<file path="src/rtl/irqsel_pkg.sv">
package irqsel_pkg;

    localparam int WORD_BITS = 32;
    localparam int BIT_IDX_W = 5;

    typedef enum logic {
        ST_IDLE,
        ST_SCAN
    } scan_st_e;

    function automatic int words_for(int nsrc);
        return (nsrc + WORD_BITS - 1) / WORD_BITS;
    endfunction

    function automatic int idx_bits(int n);
        return (n > 1) ? $clog2(n) : 1;
    endfunction

endpackage

</file>
<file path="src/rtl/irqsel_word_pick.sv">
module irqsel_word_pick #(
    parameter int PRIO_W = 3
) (
    input  logic [31:0]           cand_i,
    input  logic [32*PRIO_W-1:0]  prio_i,
    input  logic [PRIO_W-1:0]     floor_i,
    output logic                  hit_o,
    output logic [4:0]            bit_o,
    output logic [PRIO_W-1:0]     prio_o
);
    // Ascending bit order with a strict compare keeps the lowest index on ties.
    always_comb begin
        hit_o  = 1'b0;
        bit_o  = '0;
        prio_o = floor_i;
        if (|cand_i) begin
            for (int j = 0; j < 32; j++) begin
                if (cand_i[j] && (prio_i[j*PRIO_W +: PRIO_W] > prio_o)) begin
                    hit_o  = 1'b1;
                    bit_o  = 5'(j);
                    prio_o = prio_i[j*PRIO_W +: PRIO_W];
                end
            end
        end
    end
endmodule

</file>
<file path="src/rtl/irqsel_ctrl.sv">
module irqsel_ctrl
    import irqsel_pkg::*;
#(
    parameter int NWORDS = 2,
    parameter int WIDX_W = 1
) (
    input  logic              clk,
    input  logic              rst,
    input  logic              start_i,
    output logic              busy_o,
    output logic              first_o,
    output logic              last_o,
    output logic [WIDX_W-1:0] widx_o
);
    scan_st_e          st;
    logic [WIDX_W-1:0] widx;

    assign busy_o  = (st == ST_SCAN);
    assign first_o = busy_o && (widx == '0);
    assign last_o  = busy_o && (widx == WIDX_W'(NWORDS - 1));
    assign widx_o  = widx;

    always_ff @(posedge clk) begin
        if (rst) begin
            st   <= ST_IDLE;
            widx <= '0;
        end else begin
            case (st)
                ST_IDLE: begin
                    if (start_i) begin
                        st   <= ST_SCAN;
                        widx <= '0;
                    end
                end
                ST_SCAN: begin
                    if (last_o) begin
                        st <= ST_IDLE;
                    end else begin
                        widx <= widx + 1'b1;
                    end
                end
                default: st <= ST_IDLE;
            endcase
        end
    end
endmodule

</file>
<file path="src/rtl/irqsel_top.sv">
module irqsel_top
    import irqsel_pkg::*;
#(
    parameter int NSRC   = 64,
    parameter int PRIO_W = 3,
    localparam int NWORDS = words_for(NSRC),
    localparam int WIDX_W = idx_bits(NWORDS),
    localparam int ID_W   = WIDX_W + BIT_IDX_W
) (
    input  logic                   clk,
    input  logic                   rst,
    input  logic                   start_i,
    input  logic [NSRC-1:0]        pend_i,
    input  logic [NSRC-1:0]        claim_i,
    input  logic [NSRC-1:0]        en_i,
    input  logic [NSRC*PRIO_W-1:0] prio_i,
    input  logic [PRIO_W-1:0]      thresh_i,
    output logic                   done_o,
    output logic [ID_W-1:0]        id_o,
    output logic                   irq_o
);
    localparam int PADW = NWORDS * WORD_BITS;

    logic                busy, first, last;
    logic [WIDX_W-1:0]   widx;
    logic [PADW-1:0]     cand_all;
    logic [PADW*PRIO_W-1:0] prio_all;
    logic [31:0]         cand_w;
    logic [32*PRIO_W-1:0] prio_w;
    logic [PRIO_W-1:0]   floor_prio, w_prio, best_prio;
    logic [ID_W-1:0]     best_id, base_id, nxt_id;
    logic                w_hit;
    logic [4:0]          w_bit;

    // Eligibility per source; source 0 and padding positions never qualify.
    for (genvar n = 0; n < PADW; n++) begin : g_cand
        if (n == 0 || n >= NSRC) begin : g_off
            assign cand_all[n] = 1'b0;
            assign prio_all[n*PRIO_W +: PRIO_W] = '0;
        end else begin : g_on
            assign cand_all[n] = pend_i[n] & ~claim_i[n] & en_i[n];
            assign prio_all[n*PRIO_W +: PRIO_W] = prio_i[n*PRIO_W +: PRIO_W];
        end
    end

    assign cand_w = cand_all[{widx, 5'd0} +: 32];
    assign prio_w = prio_all[int'(widx)*32*PRIO_W +: 32*PRIO_W];

    irqsel_ctrl #(
        .NWORDS (NWORDS),
        .WIDX_W (WIDX_W)
    ) u_ctrl (
        .clk     (clk),
        .rst     (rst),
        .start_i (start_i),
        .busy_o  (busy),
        .first_o (first),
        .last_o  (last),
        .widx_o  (widx)
    );

    assign floor_prio = first ? thresh_i : best_prio;
    assign base_id    = first ? '0 : best_id;

    irqsel_word_pick #(
        .PRIO_W (PRIO_W)
    ) u_pick (
        .cand_i  (cand_w),
        .prio_i  (prio_w),
        .floor_i (floor_prio),
        .hit_o   (w_hit),
        .bit_o   (w_bit),
        .prio_o  (w_prio)
    );

    assign nxt_id = w_hit ? {widx, w_bit} : base_id;

    always_ff @(posedge clk) begin
        if (rst) begin
            best_prio <= '0;
            best_id   <= '0;
            done_o    <= 1'b0;
            id_o      <= '0;
            irq_o     <= 1'b0;
        end else begin
            done_o <= 1'b0;
            if (busy) begin
                best_prio <= w_prio;
                best_id   <= nxt_id;
                if (last) begin
                    done_o <= 1'b1;
                    id_o   <= nxt_id;
                    irq_o  <= (nxt_id != '0);
                end
            end
        end
    end
endmodule

</file>
<file path="config.mk">
export PLATFORM = sky130hd
export DESIGN_NAME = irqsel_top
export DESIGN_NICKNAME = d
export VERILOG_FILES = /design/src/rtl/irqsel_pkg.sv /design/src/rtl/irqsel_word_pick.sv /design/src/rtl/irqsel_ctrl.sv /design/src/rtl/irqsel_top.sv
export SDC_FILE = /design/constraint.sdc
export NUM_CORES = 1
export LEC_CHECK = 0
export BUFFER_PORTS_ARGS = -buffer_cell sky130_fd_sc_hd__buf_2
export CAP_MARGIN = 10
export CORE_AREA = 10 10 148 150
export CTS_BUF_LIST = sky130_fd_sc_hd__clkbuf_8
export DETAILED_ROUTE_END_ITERATION = 7
export DIE_AREA = 0 0 158 160
export HOLD_SLACK_MARGIN = 0.03
export PLACE_DENSITY = 0.75
export RECOVER_POWER = 100
export SYNTH_ARGS = -nofsm -noshare
export SYNTH_HDL_FRONTEND = slang
export SYNTH_SLANG_ARGS = --single-unit
</file>
<file path="constraint.sdc">
create_clock -name clk -period 47 [get_ports clk]
set_input_delay 2.35 -clock clk [delete_from_list [all_inputs] [get_ports clk]]
set_output_delay 2.35 -clock clk [all_outputs]
set_load 0.02 [all_outputs]
</file>
# Yosys cells after proc, flatten, opt, wreduce, memory -nomap -nowiden
# Cells that the tools add are included.
# W data, S select, Z words.
word_totals:
  ff_bits: 19
  in_bits: 390
  output_inout_bits: 8
  word_cells: 414
classes:
  addsub: 1
  n_mul: 1
  n_lt_le_gt_ge: 32
  n_eq_ne: 2
  n_shift: 2
  n_mux: 139
  bitwise: 191
  n_reduce_logical: 39
op_table:
  columns: ["op", "count"]
  rows:
  - ["$mux W3", 69]
  - ["$shiftx A192 B9 Y96", 1]
  - ["$and A1 B1 Y1", 126]
  - ["$gt A3 B3 Y1", 32]
  - ["$mux W5", 17]
  - ["$not A1 Y1", 65]
  - ["$shiftx A64 B7 Y32", 1]
  - ["$mux W1", 39]
  - ["$logic_and A1 B1 Y1", 34]
  - ["$mux W4", 8]
  - ["$reduce_or A32 Y1", 1]
  - ["$mux W6", 2]
  - ["$reduce_bool A6 Y1", 1]
  - ["$mux W2", 2]
  - ["$ne A2 B2 Y1 const B", 2]
  - ["$pmux W1 S2", 2]
  - ["$reduce_and A2 Y1", 2]
  - ["$mul A1 B2 Y3 const B", 1]
  - ["$reduce_or A2 Y1", 1]
  - ["$add A1 B1 Y1 const B", 1]

# Logic depth before layout (Yosys ltp)
logic_depth:
  word_depth: 133
  ltp_mapped: 242
  ltp_nobuf: 228

# Cells and area by module
# Synthesis repeated with hierarchy kept, for this count alone.
hier_totals:
  hier_cells: 1092
  hier_area_um2: 7753.7
modules_own_cells:
  columns: ["module", "instances", "cells_each", "area_per_inst_um2", "seq_area_each_um2"]
  rows:
  - ["irqsel_word_pick", 1, 793, 4934.7, 0.0]
  - ["irqsel_top", 1, 290, 2732.6, 340.3]
  - ["irqsel_ctrl", 1, 9, 86.3, 40.0]

# Worst setup path after synthesis
# OpenSTA, ideal clock, no wires.
synth_timing:
  path_kind: "reg-to-reg"
  start: "register u_ctrl.widx, in the netlist u_ctrl.widx_o"
  end: "register irq_o"
  setup_ns: 0.141
  arrival_ns: 44.073
  t_required_ns: 46.859
  path_slack_ns: 2.786
  path_stages_with_launch: 227
  n_path_buf: 16
  period_less_slack_ns: 44.214
  cell_sequence: "dfxtp_1 buf_6 buf_8 buf_8 buf_8 buf_6 buf_2 buf_2 buf_2 buf_2 buf_2 buf_2 buf_2 buf_1 buf_2 buf_2 clkbuf_1 nand2_1 [... 191 more ...] ha_1 inv_1 a21oi_1 a21oi_1 o21ai_0 a21boi_2 a221o_1 and2_1 ha_1 nor2b_1 o21a_1 o211ai_1 nand2b_1 nor4_1 nand4_1 nor3_4 a22o_1 a41oi_1"
synth_between:
  elab_chain_cells: 133
  word_cells_on_any_way: 203
  classes_between: "1 x mul; 32 x order compare; 2 x shift; 130 x mux; 1 x bitwise; 37 x reduce/logical"
synth_lines:
  columns: ["item", "line", "rtl"]
  rows:
  - ["start, declared", "irqsel_ctrl.sv:16", "logic [WIDX_W-1:0] widx;"]
  - ["start signal, assigned", "irqsel_ctrl.sv:39", "widx <= widx + 1'b1;"]
  - ["parallel branches: the longest is 133 deep, another holds $mul A1 B2 Y3", null, null]
  - ["end signal, assigned", "irqsel_top.sv:93", "irq_o <= (nxt_id != '0);"]
  - ["end, declared", "irqsel_top.sv:20", "output logic irq_o"]
# Several ways; the timed one is not identified. The select of a mux whose other input is x is not followed.
# A chain may end at the register's enable or synchronous reset.

# Worst setup path after layout
layout_timing:
  start: "input port thresh_i[0]"
  end: "register id_o[0]"
layout_between:
  elab_chain_cells: 130
  word_cells_on_any_way: 193
  classes_between: "32 x order compare; 129 x mux; 32 x reduce/logical"
layout_lines:
  columns: ["item", "line", "rtl"]
  rows:
  - ["start, declared", "irqsel_top.sv:17", "input logic [PRIO_W-1:0] thresh_i,"]
  - ["$mux W3 *", "irqsel_top.sv:62", "assign floor_prio = first ? thresh_i : best_prio;"]
  - ["$gt A3 B3 Y1", "irqsel_word_pick.sv:18", "if (cand_i[j] && (prio_i[j*PRIO_W +: PRIO_W] > prio_o)) begin"]
  - ["$logic_and A1 B1 Y1", "irqsel_word_pick.sv:18", null]
  - ["$mux W3", "irqsel_word_pick.sv:18", null]
  - ["$mux W3", "irqsel_word_pick.sv:16", "if (|cand_i) begin"]
  - ["$gt A3 B3 Y1", "irqsel_word_pick.sv:18", null]
  - ["$logic_and A1 B1 Y1", "irqsel_word_pick.sv:18", null]
  - ["$mux W3", "irqsel_word_pick.sv:18", null]
  - ["[... 114 more ...]", null, null]
  - ["$logic_and A1 B1 Y1", "irqsel_word_pick.sv:18", null]
  - ["$mux W3", "irqsel_word_pick.sv:18", null]
  - ["$mux W3", "irqsel_word_pick.sv:16", null]
  - ["$gt A3 B3 Y1", "irqsel_word_pick.sv:18", null]
  - ["$logic_and A1 B1 Y1", "irqsel_word_pick.sv:18", null]
  - ["$mux W5 or $mux W1 (tied branches)", "irqsel_word_pick.sv:18", null]
  - ["$mux W5 or $mux W1 (tied branches)", "irqsel_word_pick.sv:16", null]
  - ["$mux W6 *", "irqsel_top.sv:76", "assign nxt_id = w_hit ? {widx, w_bit} : base_id;"]
  - ["end signal, assigned", "irqsel_top.sv:92", "id_o <= nxt_id;"]
  - ["end, declared", "irqsel_top.sv:19", "output logic [ID_W-1:0] id_o,"]
# Every way passes the cells marked *; elsewhere a longest branch is shown, timed or not. The select of a mux whose other input is x is not followed.

==> impl_metrics.env <==
export IMPL_status="complete, no violations"
export IMPL_crit_family="compound AO/OA/AOI/OAI gates"
export IMPL_synth_edf_count=0
export IMPL_viasPerCell=5.83
export IMPL_area_growth_pct=36.6
export IMPL_path_class="in2reg"
export IMPL_drc=0
export IMPL_cts_tree="built"
export IMPL_io_pin_count=398
export IMPL_dpl_cell_area_um2=9640
export IMPL_setup_viol=0
export IMPL_grt_max_degree=72
export IMPL_drt_first_pass_iters=5
export IMPL_crit_arrival_ns=44.68
export IMPL_fin_crit_sh_pct=94.7
export IMPL_worstReg2RegEnd="id_o[0]$_SDFFE_PP0P_"
export IMPL_grt_usage_pct=22.9
export IMPL_critPathMostFrequentCell="ha_1"
export IMPL_die_h_um=160
export IMPL_regArea_um2=384
export IMPL_rows=51
export IMPL_crit_slowest_cell="or4_1"
export IMPL_synthTopCellsByArea="mux2i_1 (9.7%), nor2_1 (5.9%), ha_1 (5.8%)"
export IMPL_cts_buffers=3
export IMPL_io_buffers=391
export IMPL_clkLatencyLatePin_ns=0.26
export IMPL_synth_nets=1439
export IMPL_drive_gt1_share_pct=41.0
export IMPL_clk_pin_slew_worst_paths_ns=0.08
export IMPL_post_drt_wl_per_cell_um=19.5
export IMPL_core_um2=19100
export IMPL_drt_wl_total_mm=32.4
export IMPL_clock_skew_ns=0.00911
export IMPL_leakage_uw=0.00455
export IMPL_netlist_instances=1014
export IMPL_yosysUniqueCellTypes=115
export IMPL_synth_warnings=0
export IMPL_ys_seq_area_share_pct=5.07
export IMPL_maxCapViolCount=0
export IMPL_design_area_um2=10300
export IMPL_final_cell_mix="buf_2 (383), nor2_1 (109), nand2_1 (101), mux2i_1 (71), a21oi_1 (48)"
export IMPL_min_from="best_id[5]$_SDFFE_PP0P_"
export IMPL_cts_hold_buf=0
export IMPL_synth_ff_type="dfxtp_1"
export IMPL_hp_class="reg2reg"
export IMPL_antenna_found_initial=3
export IMPL_routabilityCongestion=0.927
export IMPL_ir_worst_vdd_mv=0.0104
export IMPL_clock_path_buffers=2
export IMPL_crit_cells=224
export IMPL_fillCellCount=1850
export IMPL_ant_nets=0
export IMPL_clockRootBuffer="clkbuf_8"
export IMPL_synth_seq_cells=19
export IMPL_dr_total_vias=9676
export IMPL_crit_end="id_o[0]$_SDFFE_PP0P_"
export IMPL_initial_utilization_pct=39.3
export IMPL_max_slew_margin_pct=24.7
export IMPL_fin_ws_ns=2.49
export IMPL_crit_buf_inv=17
export IMPL_grt_pass1_vias=9644
export IMPL_dpl_hpwl_mm=28.0
export IMPL_critPathLaunch="thresh_i[0]"
export IMPL_ys_async_sr_fraction_pct=0
export IMPL_htreeDepth=1
export IMPL_rrSetupSlack_ns=3.92
export IMPL_multi_input_area_um2=7140
export IMPL_r2r_worst_path_cells=224
export IMPL_start_kind="input pin"
export IMPL_drtIter0Drc=484
export IMPL_synth_top_area_cell="mux2i_1"
export IMPL_worstMarginPinSlew_ns=1.12
export IMPL_grt_remaining_overflow=0
export IMPL_netlist_area_um2=7500
export IMPL_final_common_cell="buf_2"
export IMPL_die_x_um=158
export IMPL_period_needed_ns=44.51
export IMPL_synth_top_area_share_pct=9.74
export IMPL_syn_area_per_cell_um2=7.40
export IMPL_grt_pass1_wl_mm=48.0
export IMPL_nNetsFinal=1846
export IMPL_r2r_start="u_ctrl.widx_o$_SDFFE_PP0P_"
export IMPL_slew_viol_final=0
export IMPL_endpoint_kind="flop"
export IMPL_cp_max_fo=6
export IMPL_dieArea_um2=25300
export IMPL_clock_sinks=19
export IMPL_power_density_nw_per_um2=30.0
export IMPL_fmax_mhz=22.5
export IMPL_hold_viol=0
export IMPL_pre_cts_ws_ns=-0.335
export IMPL_cpPeakStageDelay_ns=0.52
export IMPL_cp_required_ns=47.17
final cells by class:
cell class / count / area share (%)
inverters: 37 / 1.35
clock buffers: 3 / 0.403
well taps: 238 / 2.90
clock inverters: 1 / 0.0366
flip-flops and latches: 19 / 3.75
diodes: 2 / 0.0488
repair buffers: 429 / 21.9
multi-input cells: 931 / 69.6
state kept, by name (all words and copies together) (netlist names):
| register | cells |
|---|---|
| best_id | 6 |
| best_prio | 3 |
| done_o | 1 |
| id_o | 6 |
| irq_o | 1 |
| u_ctrl.busy_o | 1 |
| u_ctrl.widx_o | 1 |
metrics by stage:
stage	instances	util [%]	hold slack (ns)	total power, uW	TNS [ns]
CTS	1628	50.8	0.478	272	0
floorplan	1014	-	0.441	200	0
global route	1659	53.7	0.520	337	-2.92
detailed placement	1624	50.5	0.460	259	-2.23
global placement	1624	50.5	0.447	253	0
finish	1660	53.7	0.478	308	0
synthesized netlist by cell type, types with 7 or more instances:
master / number
o21a_1: 16
or2_2: 12
buf_2: 10
a211oi_1: 16
mux2_2: 33
a31oi_1: 15
mux2i_1: 73
a21oi_1: 55
nand4b_1: 21
nor2_1: 118
o211ai_1: 9
and2_1: 25
dfxtp_1: 19
nand3_1: 18
inv_1: 37
nor2b_1: 16
o31ai_1: 19
o22ai_1: 7
a32oi_1: 7
nand3b_1: 8
a21o_1: 9
a21boi_0: 11
nor3_1: 16
nand4bb_1: 9
nand2_1: 101
nand2b_1: 15
nor3b_1: 8
and3_1: 9
o2bb2ai_1: 7
ha_1: 35
nor4_1: 15
o21ai_0: 57
kinds of logic (layout without fill, tap and decap cells):
group / after synthesis / in the layout / synth area share (%)
AND/OR/NAND/NOR: 439 / 439 / 32.7
AO/OA/AOI/OAI: 341 / 341 / 35.9
multiplexers: 110 / 110 / 15.4
buffers and inverters: 64 / 470 / 4.32
adder cells (fa/ha/maj): 41 / 41 / 6.64
flip-flops: 19 / 19 / 5.07
other: 0 / 2 / 0
how the worst min path moves through the flow:
stage	endpoint	slack [ns]	cells after the start
after floorplan	best_id[5]$_SDFFE_PP0P_	0.44	1
after global placement	best_id[5]$_SDFFE_PP0P_	0.45	1
final	best_id[5]$_SDFFE_PP0P_	0.48	1
after detailed placement	best_id[5]$_SDFFE_PP0P_	0.46	1
after CTS	best_id[5]$_SDFFE_PP0P_	0.48	1
after global routing	best_id[5]$_SDFFE_PP0P_	0.52	1
timing repair:
| action | in CTS | in global routing |
|---|---|---|
| resized for setup | 3 | 79 |
| pin swaps | 0 | 31 |
| gates cloned | 0 | 0 |
| buffers inserted | 0 | 30 |
| setup endpoints to repair | 8 | 16 |
worst register-to-register path: cells and delay by family, from the launching register on:
kind                     cells  cell delay (ns)
AO/OA/AOI/OAI               93            15.92
buffers and inverters       16             1.39
AND/OR/NAND/NOR             71            12.90
flip-flops                   1             0.42
multiplexers                 8             2.11
adder cells (fa/ha/maj)     36            10.23
where the power goes:
| group | total (uW) | switching, uW | internal, uW | leakage, uW |
|---|---|---|---|---|
| combinational | 276 | 148 | 128 | 0.00437 |
| clock | 11.2 | 5.36 | 5.81 | 0.0000269 |
| sequential | 20.1 | 1.75 | 18.4 | 0.000156 |
| total | 308 | 155 | 152 | 0.00455 |
per-layer routing:
layer	up-vias	share of wire, %	track usage, %
met2	421	51	43.3
met5	-	0.065	0
met1	4426	38	25.0
li1	4778	-	-
met3	47	8.5	5.35
met4	4	2.0	4.59
Power figures use the tool's default switching activity.
